### src/rtl/pxp_pkg.sv
package pxp_pkg;
  typedef enum logic [2:0] {
    ST_IDLE, ST_ADDR, ST_ADDR_ACK, ST_WRITE, ST_WRITE_ACK, ST_READ, ST_READ_ACK
  } busState_t;

  typedef struct packed {
    logic rxShift;     // shift the sampled SDA bit into the receive register
    logic rxBit;       // sampled SDA value
    logic txLoad;      // capture pins into transmit register and reference
    logic txShift;     // advance transmit register by one bit
    logic latchWrite;  // move received byte to the port latch
  } strobe_t;
endpackage

### src/rtl/pxp_ctrl.sv
module pxp_ctrl
  import pxp_pkg::*;
#(
  parameter int DATA_W = 8,
  parameter int ADDR_HI_W = 4,
  parameter logic [ADDR_HI_W-1:0] ADDR_HI = 4'b0100,
  parameter int STRAP_W = 3,
  parameter int SYNC_STAGES = 2
) (
  input  logic               clk,
  input  logic               rstN,
  input  logic               sclIn,
  input  logic               sdaIn,
  input  logic [STRAP_W-1:0] strapAddr,
  input  logic [DATA_W-1:0]  rxByte,
  input  logic               txMsb,
  output strobe_t            stb,
  output logic               sdaOe
);
  localparam int CNT_W = $clog2(DATA_W + 1);
  localparam logic [CNT_W-1:0] FULL = CNT_W'(DATA_W);

  logic [SYNC_STAGES-1:0] sclSync, sdaSync;
  logic sclD, sdaD, sclS, sdaS;
  logic sclRise, sclFall, startDet, stopDet;
  busState_t state;
  logic [CNT_W-1:0] bitCnt;
  logic isRead, ackSeen, addrMatch;

  always_ff @(posedge clk or negedge rstN) begin
    if (!rstN) begin
      sclSync <= '1;
      sdaSync <= '1;
      sclD    <= 1'b1;
      sdaD    <= 1'b1;
    end else begin
      sclSync <= {sclSync[SYNC_STAGES-2:0], sclIn};
      sdaSync <= {sdaSync[SYNC_STAGES-2:0], sdaIn};
      sclD    <= sclS;
      sdaD    <= sdaS;
    end
  end

  assign sclS     = sclSync[SYNC_STAGES-1];
  assign sdaS     = sdaSync[SYNC_STAGES-1];
  assign sclRise  = sclS & ~sclD;
  assign sclFall  = ~sclS & sclD;
  assign startDet = sclS & sclD & sdaD & ~sdaS;
  assign stopDet  = sclS & sclD & ~sdaD & sdaS;
  assign addrMatch = (rxByte[DATA_W-1:1] == {ADDR_HI, strapAddr});

  always_ff @(posedge clk or negedge rstN) begin
    if (!rstN) begin
      state   <= ST_IDLE;
      bitCnt  <= '0;
      isRead  <= 1'b0;
      ackSeen <= 1'b0;
    end else if (startDet) begin
      state  <= ST_ADDR;
      bitCnt <= '0;
    end else if (stopDet) begin
      state  <= ST_IDLE;
      bitCnt <= '0;
    end else begin
      unique case (state)
        ST_ADDR: begin
          if (sclRise && bitCnt < FULL) bitCnt <= bitCnt + 1'b1;
          if (sclFall && bitCnt == FULL) begin
            if (addrMatch) begin
              isRead <= rxByte[0];
              state  <= ST_ADDR_ACK;
            end else begin
              state <= ST_IDLE;
            end
          end
        end
        ST_ADDR_ACK: if (sclFall) begin
          bitCnt <= '0;
          state  <= isRead ? ST_READ : ST_WRITE;
        end
        ST_WRITE: begin
          if (sclRise && bitCnt < FULL) bitCnt <= bitCnt + 1'b1;
          if (sclFall && bitCnt == FULL) state <= ST_WRITE_ACK;
        end
        ST_WRITE_ACK: if (sclFall) begin
          bitCnt <= '0;
          state  <= ST_WRITE;
        end
        ST_READ: begin
          if (sclRise && bitCnt < FULL) bitCnt <= bitCnt + 1'b1;
          if (sclFall && bitCnt == FULL) state <= ST_READ_ACK;
        end
        ST_READ_ACK: begin
          if (sclRise) ackSeen <= ~sdaS;
          if (sclFall) begin
            bitCnt <= '0;
            state  <= ackSeen ? ST_READ : ST_IDLE;
          end
        end
        default: ;
      endcase
    end
  end

  always_comb begin
    stb = '0;
    stb.rxBit = sdaS;
    if (sclRise && (state == ST_ADDR || state == ST_WRITE) && bitCnt < FULL)
      stb.rxShift = 1'b1;
    if (sclFall && ((state == ST_ADDR_ACK && isRead) || (state == ST_READ_ACK && ackSeen)))
      stb.txLoad = 1'b1;
    if (sclFall && state == ST_READ && bitCnt != FULL)
      stb.txShift = 1'b1;
    if (sclFall && state == ST_WRITE_ACK)
      stb.latchWrite = 1'b1;
  end

  always_comb begin
    unique case (state)
      ST_ADDR_ACK, ST_WRITE_ACK: sdaOe = 1'b1;
      ST_READ:                   sdaOe = ~txMsb;
      default:                   sdaOe = 1'b0;
    endcase
  end

  // an idle target never touches the data line
  p_idle_quiet_r6: assert property (@(posedge clk) disable iff (!rstN)
    state == ST_IDLE |-> !sdaOe);
  // a START always reopens the address phase with a cleared counter
  p_start_restarts_r9: assert property (@(posedge clk) disable iff (!rstN)
    startDet |=> (state == ST_ADDR && bitCnt == '0));
  // a STOP always returns to idle
  p_stop_idles_r7: assert property (@(posedge clk) disable iff (!rstN)
    stopDet |=> state == ST_IDLE);
  // the bit counter never passes one byte
  p_bitcnt_range_r2: assert property (@(posedge clk) disable iff (!rstN)
    bitCnt <= FULL);
  // datapath strobes never collide
  p_one_strobe_r4: assert property (@(posedge clk) disable iff (!rstN)
    $onehot0({stb.rxShift, stb.txLoad, stb.txShift, stb.latchWrite}));
endmodule

### src/rtl/pxp_data.sv
module pxp_data
  import pxp_pkg::*;
#(
  parameter int DATA_W = 8,
  parameter int SYNC_STAGES = 2
) (
  input  logic              clk,
  input  logic              rstN,
  input  strobe_t           stb,
  input  logic [DATA_W-1:0] pinIn,
  output logic [DATA_W-1:0] rxByte,
  output logic              txMsb,
  output logic [DATA_W-1:0] portOut,
  output logic              intN
);
  logic [DATA_W-1:0] pinStage [SYNC_STAGES];
  logic [DATA_W-1:0] pinSync, txReg, refVal;

  always_ff @(posedge clk or negedge rstN) begin
    if (!rstN) begin
      for (int i = 0; i < SYNC_STAGES; i++) pinStage[i] <= '1;
    end else begin
      pinStage[0] <= pinIn;
      for (int i = 1; i < SYNC_STAGES; i++) pinStage[i] <= pinStage[i-1];
    end
  end
  assign pinSync = pinStage[SYNC_STAGES-1];

  always_ff @(posedge clk or negedge rstN) begin
    if (!rstN) begin
      rxByte  <= '0;
      txReg   <= '1;
      portOut <= '1;
      refVal  <= '1;
      intN    <= 1'b1;
    end else begin
      if (stb.rxShift) rxByte <= {rxByte[DATA_W-2:0], stb.rxBit};
      if (stb.txLoad) begin
        txReg  <= pinSync;
        refVal <= pinSync;
      end else if (stb.txShift) begin
        txReg <= {txReg[DATA_W-2:0], 1'b1};
      end
      if (stb.latchWrite) begin
        portOut <= rxByte;
        refVal  <= pinSync;
      end
      intN <= (pinSync == refVal);
    end
  end
  assign txMsb = txReg[DATA_W-1];

  // the port changes only right after a write strobe from control
  p_latch_on_write_r4: assert property (@(posedge clk) disable iff (!rstN)
    !$stable(portOut) |-> $past(stb.latchWrite));
  // a capture with quiet pins leaves the interrupt released
  p_int_clear_r8: assert property (@(posedge clk) disable iff (!rstN)
    ($past(stb.txLoad) && $stable(pinSync)) |=> intN);
endmodule

### src/rtl/port_expander_i2c.sv
module port_expander_i2c
  import pxp_pkg::*;
#(
  parameter int DATA_W = 8,
  parameter int STRAP_W = 3,
  parameter int SYNC_STAGES = 2
) (
  input  logic               clk,
  input  logic               rstN,
  input  logic               sclIn,
  input  logic               sdaIn,
  input  logic [STRAP_W-1:0] strapAddr,
  input  logic [DATA_W-1:0]  pinIn,
  output logic               sdaOe,
  output logic [DATA_W-1:0]  portOut,
  output logic               intN
);
  strobe_t stb;
  logic [DATA_W-1:0] rxByte;
  logic txMsb;

  pxp_ctrl #(.DATA_W(DATA_W), .STRAP_W(STRAP_W), .SYNC_STAGES(SYNC_STAGES)) u_ctrl (
    .clk(clk), .rstN(rstN), .sclIn(sclIn), .sdaIn(sdaIn), .strapAddr(strapAddr),
    .rxByte(rxByte), .txMsb(txMsb), .stb(stb), .sdaOe(sdaOe));

  pxp_data #(.DATA_W(DATA_W), .SYNC_STAGES(SYNC_STAGES)) u_data (
    .clk(clk), .rstN(rstN), .stb(stb), .pinIn(pinIn), .rxByte(rxByte),
    .txMsb(txMsb), .portOut(portOut), .intN(intN));
endmodule

### config.mk
export PLATFORM = sky130hd
export DESIGN_NAME = port_expander_i2c
export DESIGN_NICKNAME = d
export VERILOG_FILES = /design/src/rtl/pxp_pkg.sv /design/src/rtl/pxp_ctrl.sv /design/src/rtl/pxp_data.sv /design/src/rtl/port_expander_i2c.sv
export SDC_FILE = /design/constraint.sdc
export NUM_CORES = 1
export LEC_CHECK = 0
export BUFFER_PORTS_ARGS = -buffer_cell sky130_fd_sc_hd__buf_2
export CORE_AREA = 3 3 88 90
export CTS_CLUSTER_SIZE = 30
export DETAILED_ROUTE_END_ITERATION = 6
export DIE_AREA = 0 0 91 93
export PLACE_DENSITY = 0.56
export SLEW_MARGIN = 25
export SYNTH_ARGS = -nofsm -noshare
export SYNTH_HDL_FRONTEND = slang
export SYNTH_SLANG_ARGS = --single-unit
export TNS_END_PERCENT = 100
### constraint.sdc
create_clock -name clk -period 2.35 [get_ports clk]
set_input_delay 0.47 -clock clk [delete_from_list [all_inputs] [get_ports clk]]
set_output_delay 0.47 -clock clk [all_outputs]
set_load 0.1 [all_outputs]
[Yosys cells after proc, flatten, opt, wreduce, memory -nomap -nowiden]
Index checks and enable logic that the tools add are counted.
Word-level totals
  flip-flop bits (word level): 64
  input bits: 15
  RAM bits: 0
  output and inout port bits: 10
  bits in latches: 0
  logic and storage cells: 98
  memory bits (read-only): 0
  memories kept: 0
Operators by class
  shift-type cells: 0
  multipliers: 0
  reduce and logical (&&, ||, !) cells: 23
  divide/modulo/power cells: 0
  muxes and demuxes: 26
  add/sub/neg operators: 1
  equal/unequal tests: 18
  magnitude comparators: 1
  bitwise gates (word level): 14
Operators with widths (number)
  two-way mux 8 bit: 4
  != test 4 x 1 -> 1 bit (second input constant): 8
  two-way mux 3 bit: 10
  one-hot mux 3 bit (6 select lines): 1
  two-way mux 4 bit: 4
  logical AND 1 bit: 10
  equality test 3 bit (second input constant): 3
  equality test 8 bit: 1
  one-hot mux 4 bit (2 select lines): 1
  nonzero test 8 bit: 1
  AND 1 bit: 7
  equality test 7 x 6 -> 1 bit: 1
  NOT 1 bit: 7
  AND reduction 7 bit: 1
  equality test 3 x 2 -> 1 bit (second input constant): 2
  OR reduction 3 bit: 2
  AND reduction 5 bit: 1
  adder 4 x 1 -> 4 bit (second input constant): 1
  equality test 4 bit (second input constant): 1
  less-than comparator 4 bit (second input constant): 1
  two-way mux 1 bit: 4
  != test 4 bit (second input constant): 1
  AND reduction 4 bit: 1
  nonzero test 2 bit: 2
  7 further kinds: 8

[Depth between registers and ports, before layout]
  word-level depth: 7
  mapped depth: 6
  mapped depth without buffers: 6

[Modules after synthesis]
Synthesis repeated with hierarchy kept, for this count alone.
Unflattened totals
  cells, all modules: 207
  area, all modules: 2793.9 um^2
Modules (own cells, without submodules)
  pxp_data: seq. area each 1277.5 um^2, cells an instance 114, area an instance 1838.0 um^2, instances 1
  pxp_ctrl: seq. area each 382.9 um^2, cells an instance 93, area an instance 955.9 um^2, instances 1

[Worst setup path after synthesis]
OpenSTA, ideal clock, no wires.
  path kind: reg-to-output
  from: register u_ctrl.state[2]
  to: output sdaOe
  buffers on the path: 2
  cell stages (with the launch flop): 4
  setup slack: -965 ps
  data arrival time: 2845 ps
  cell sequence: dfrtp_1 -> clkbuf_1 -> clkbuf_1 -> o21ai_0
Between the ends
  word-level cells in the longest chain between the ends: 3
RTL lines
  from (decl): line pxp_ctrl.sv:26  | busState_t state;
  from (signal assigned): line pxp_ctrl.sv:79  | state <= isRead ? ST_READ : ST_WRITE;
  from (signal assigned): line pxp_ctrl.sv:97  | state <= ackSeen ? ST_READ : ST_IDLE;
  equality test 3 bit / equality test 3 x 2 -> 1 bit (equally long branches): line pxp_ctrl.sv:119  | unique case (state)
  OR reduction 2 bit: line pxp_ctrl.sv:119
  one-hot mux 1 bit (2 select lines) *: line pxp_ctrl.sv:119
  to (decl): line port_expander_i2c.sv:14  | output logic sdaOe,
Every way passes the cells marked *; elsewhere a longest branch is shown, timed or not.

[Final worst setup path]
  from: register u_ctrl.state[1]
  to: output sdaOe
Same word-level chain as after synthesis.

==> results.sh <==
export IMPL_worst_setup_path_type="reg -> out"
export IMPL_detailroute_via_count=1606
export IMPL_first_global_vias=1547
export IMPL_maximum_number_of_pins_on_one_net_before_global_route_repair=65
export IMPL_cts_hold_buf=0
export IMPL_p_leak_nw=1.29
export IMPL_h_tree_depth_reported_by_cts=3
export IMPL_clock_sinks=64
export IMPL_design_die_area_sq_um=8460
export IMPL_max_slew_margin_rel_pct=66.1
export IMPL_core_region_area_sq_um=7140
export IMPL_worstReg2RegStart="u_ctrl.state[2]"
export IMPL_outcome="complete, no violations"
export IMPL_synthFlopType="sky130_fd_sc_hd__dfstp_2"
export IMPL_remaining_routing_drc_violations=0
export IMPL_tritoncts_clock_tree="built"
export IMPL_setup_violations=0
export IMPL_clockPowerShare_pct=38.3
export IMPL_multi_input_comb_area_sq_um=992
export IMPL_cts_repair_resized=0
export IMPL_syn_num_nets=222
export IMPL_numPlacedInstances=324
export IMPL_top_level_pins=25
export IMPL_fill_cells=687
export IMPL_post_route_min_period_ns=2.16
export IMPL_place_congestion=0.829
export IMPL_power_sequential_fraction_pct=56.9
export IMPL_worst_skew_pair_late_latency_ns=0.33
export IMPL_power_switching_fraction_pct=23.2
export IMPL_max_clock_freq_mhz=463
export IMPL_worst_slew_pin_tran_ns=0.509
export IMPL_power_net_switching_w=0.000488
export IMPL_hold_ws_ns=0.141
export IMPL_ff2ff_setup_slack_ns=0.40
export IMPL_maxCapViolations=0
export IMPL_cellPowerDensity_nw_per_um2=672
export IMPL_synth_edff_count=0
export IMPL_cts_max_path_buffers=2
export IMPL_tritoncts_num_buffers=9
export IMPL_seqCellArea_sq_um=1660
export IMPL_drt_vias_per_instance=4.72
export IMPL_placement_rows=31
export IMPL_worstSetupStartpointType="register"
export IMPL_yosys_cell_types_count=46
export IMPL_synth_area_sq_um=2730
export IMPL_globalRouteTotalUtil_pct=12.0
export IMPL_cts_root_buffer="sky130_fd_sc_hd__clkbuf_8"
export IMPL_postLayoutCoreUtil_pct=44.0
export IMPL_worst_hold_path_type="in -> async"
export IMPL_detailed_router_s_first_iteration_violation_count=105
export IMPL_global_route_total_overflow=0
export IMPL_peakVddDrop_mv=0.294
export IMPL_comb_power_share_pct=4.9
export IMPL_drt_pre_antenna_iters=4
export IMPL_worst_endpoint_arrival_ns=1.69
export IMPL_postSynthAreaPerCell_sq_um=13.3
export IMPL_worstReg2RegEnd="u_data.portOut[7]"
export IMPL_routedWlPerCell_um=13.6
export IMPL_worst_setup_hold_path_clk_slew_ns=0.07
export IMPL_crit_path_end_kind="output port"
export IMPL_rsz0062_at_grt="false"
export IMPL_port_buffers=24
export IMPL_finalClockSkew_ns=0.0102
export IMPL_post_place_ws_ns=0.412
export IMPL_worst_slack_ns=0.192
export IMPL_die_width_um=91
export IMPL_antenna_left=0
export IMPL_num_antenna_cells=0
export IMPL_area_delta_synth_final_pct=15.1
export IMPL_ff2ff_path_depth=3
export IMPL_ys_warn_count=0
export IMPL_ys_ff_latch=64
export IMPL_sum_of_negative_setup_slack_ns=0
export IMPL_hold_violations=0
export IMPL_share_of_synthesized_registers_carrying_an_async_set_or_reset_pct=100
export IMPL_nets=253
export IMPL_grt_pass1_wl_um=7830
export IMPL_routed_wl_um=4610
export IMPL_antenna_found_initial=0
export IMPL_final_period_utilization_pct=91.8
export IMPL_post_route_cells_drive_above_1_share_pct=49.4
export IMPL_die_height_um=93
export IMPL_part_of_the_yosys_area_used_for_sequential_elements_pct=60.9
export IMPL_cts_setup_buffers=0
export IMPL_post_dp_hpwl_um=3010
export IMPL_critical_path_required_ns=1.88
export IMPL_post_layout_nonfiller_instances=340
export IMPL_syn_instance_count=205
export IMPL_start_util_pct=38.2
export IMPL_path_max_fanout=12
export IMPL_max_slew_violation_count=0
export IMPL_p_int_w=0.00162
==> state kept, by name (all words and copies together), names as in the netlist <==
name	count
u_data.pinStage	8
u_data.pinSync	8
u_data.portOut	8
u_data.refVal	8
u_data.rxByte	8
u_data.txReg	8
u_ctrl.bitCnt	4
u_ctrl.state	3
u_ctrl.sclSync	2
u_ctrl.sdaSync	2
u_ctrl.ackSeen	1
u_ctrl.isRead	1
u_ctrl.sclD	1
u_ctrl.sdaD	1
u_data.intN	1
==> cell families after synthesis <==
group / Yosys count / synth area share [%]
xor gates and xnor gates: 13 / 4.18
adders and majority gates: 2 / 0.918
DFF: 64 / 60.9
and+or+nand+nor: 46 / 10.7
buffers and inverters: 18 / 2.85
muxes: 28 / 12.5
AOI/OAI and AO/OA: 34 / 7.89
==> per-stage QoR <==
step,power [W],cell area (sq um)
4_1_cts,0.00214,3140
2_1_floorplan,0.00126,2730
3_5_place_dp,0.00132,2970
5_1_grt,0.00221,3140
3_3_place_gp,0.00132,2970
6_report,0.00211,3140
==> layout by cell type, fill, tap and decap left out, drive strengths merged, types with 2 or more instances in the layout <==
master   instances
nand3            4
nand4            3
nor4b            2
buf             27
nand2b           4
nand2           10
or3              2
nor3             2
dfstp           47
o22ai            2
xnor2           11
nor2             8
a21oi            3
mux2i            3
inv             11
clkinv           2
ha               2
a21boi           2
xor2             2
dfrtp           17
clkbuf          13
a22oi            6
nand4bb          2
o21ai           14
mux2            25
==> layer usage <==
layer  track usage [%]  vias up  share of wire, %
met1              17.4      786                51
met5                 0        -                 0
met3              3.06       10               4.5
met2              16.1       27                42
li1                  -      783                 -
met4              6.78        0               2.4
==> layout make-up <==
cell class              count  area share, %
clock buffers              13           4.74
clock inverters             3          0.558
inverters                  11           1.32
multi-input cells         123           31.6
flip-flops and latches     64           52.9
well taps                  99           3.95
repair buffers             27           4.94
==> how the worst max path moves through the flow <==
stage,startpoint,endpoint
5_1_grt,u_ctrl.state[1],sdaOe
6_report,u_ctrl.state[1],sdaOe
4_1_cts,u_ctrl.state[0],sdaOe
2_1_floorplan,u_ctrl.state[2],sdaOe
3_3_place_gp,u_ctrl.state[2],u_data.portOut[3]
3_5_place_dp,u_ctrl.state[2],u_data.portOut[7]
==> power groups by stage <==
stage                     Clock, W  Sequential (W)  Combinational (W)
after floorplan                  0         0.00120          0.0000616
after global placement           0         0.00122           0.000104
after detailed placement         0         0.00121           0.000105
after CTS                 0.000838         0.00120           0.000106
after global routing      0.000883         0.00121           0.000118
final                     0.000807         0.00120           0.000103
==> worst max-delay path, cell delays in order (launching register included) <==
cell	delay (ns)
sky130_fd_sc_hd__dfrtp_1	0.55
sky130_fd_sc_hd__nand2b_1	0.21
sky130_fd_sc_hd__o21ai_2	0.15
sky130_fd_sc_hd__buf_2	0.44
==> synth_stat cells (2+ instances only) <==
cell type	number	area share, %
sky130_fd_sc_hd__a21boi_0	2	0.55
sky130_fd_sc_hd__nand2_1	10	1.4
sky130_fd_sc_hd__nand4bb_1	2	0.83
sky130_fd_sc_hd__dfrtp_1	17	16
sky130_fd_sc_hd__nand2b_1	2	0.46
sky130_fd_sc_hd__or3_1	2	0.46
sky130_fd_sc_hd__a22oi_1	6	1.7
sky130_fd_sc_hd__ha_1	2	0.92
sky130_fd_sc_hd__nor4b_1	2	0.64
sky130_fd_sc_hd__o22ai_1	2	0.46
sky130_fd_sc_hd__nand4_1	3	0.69
sky130_fd_sc_hd__nor2_1	8	1.1
sky130_fd_sc_hd__buf_2	2	0.37
sky130_fd_sc_hd__inv_1	11	1.5
sky130_fd_sc_hd__mux2_2	17	7.0
sky130_fd_sc_hd__mux2_4	8	4.4
sky130_fd_sc_hd__xor2_1	2	0.64
sky130_fd_sc_hd__nand3_1	4	0.73
sky130_fd_sc_hd__xnor2_1	11	3.5
sky130_fd_sc_hd__a21oi_1	3	0.55
sky130_fd_sc_hd__dfstp_2	47	45
sky130_fd_sc_hd__clkbuf_1	4	0.55
sky130_fd_sc_hd__mux2i_1	3	1.1
sky130_fd_sc_hd__o21ai_0	13	2.4
Power figures use the tool's default switching activity.
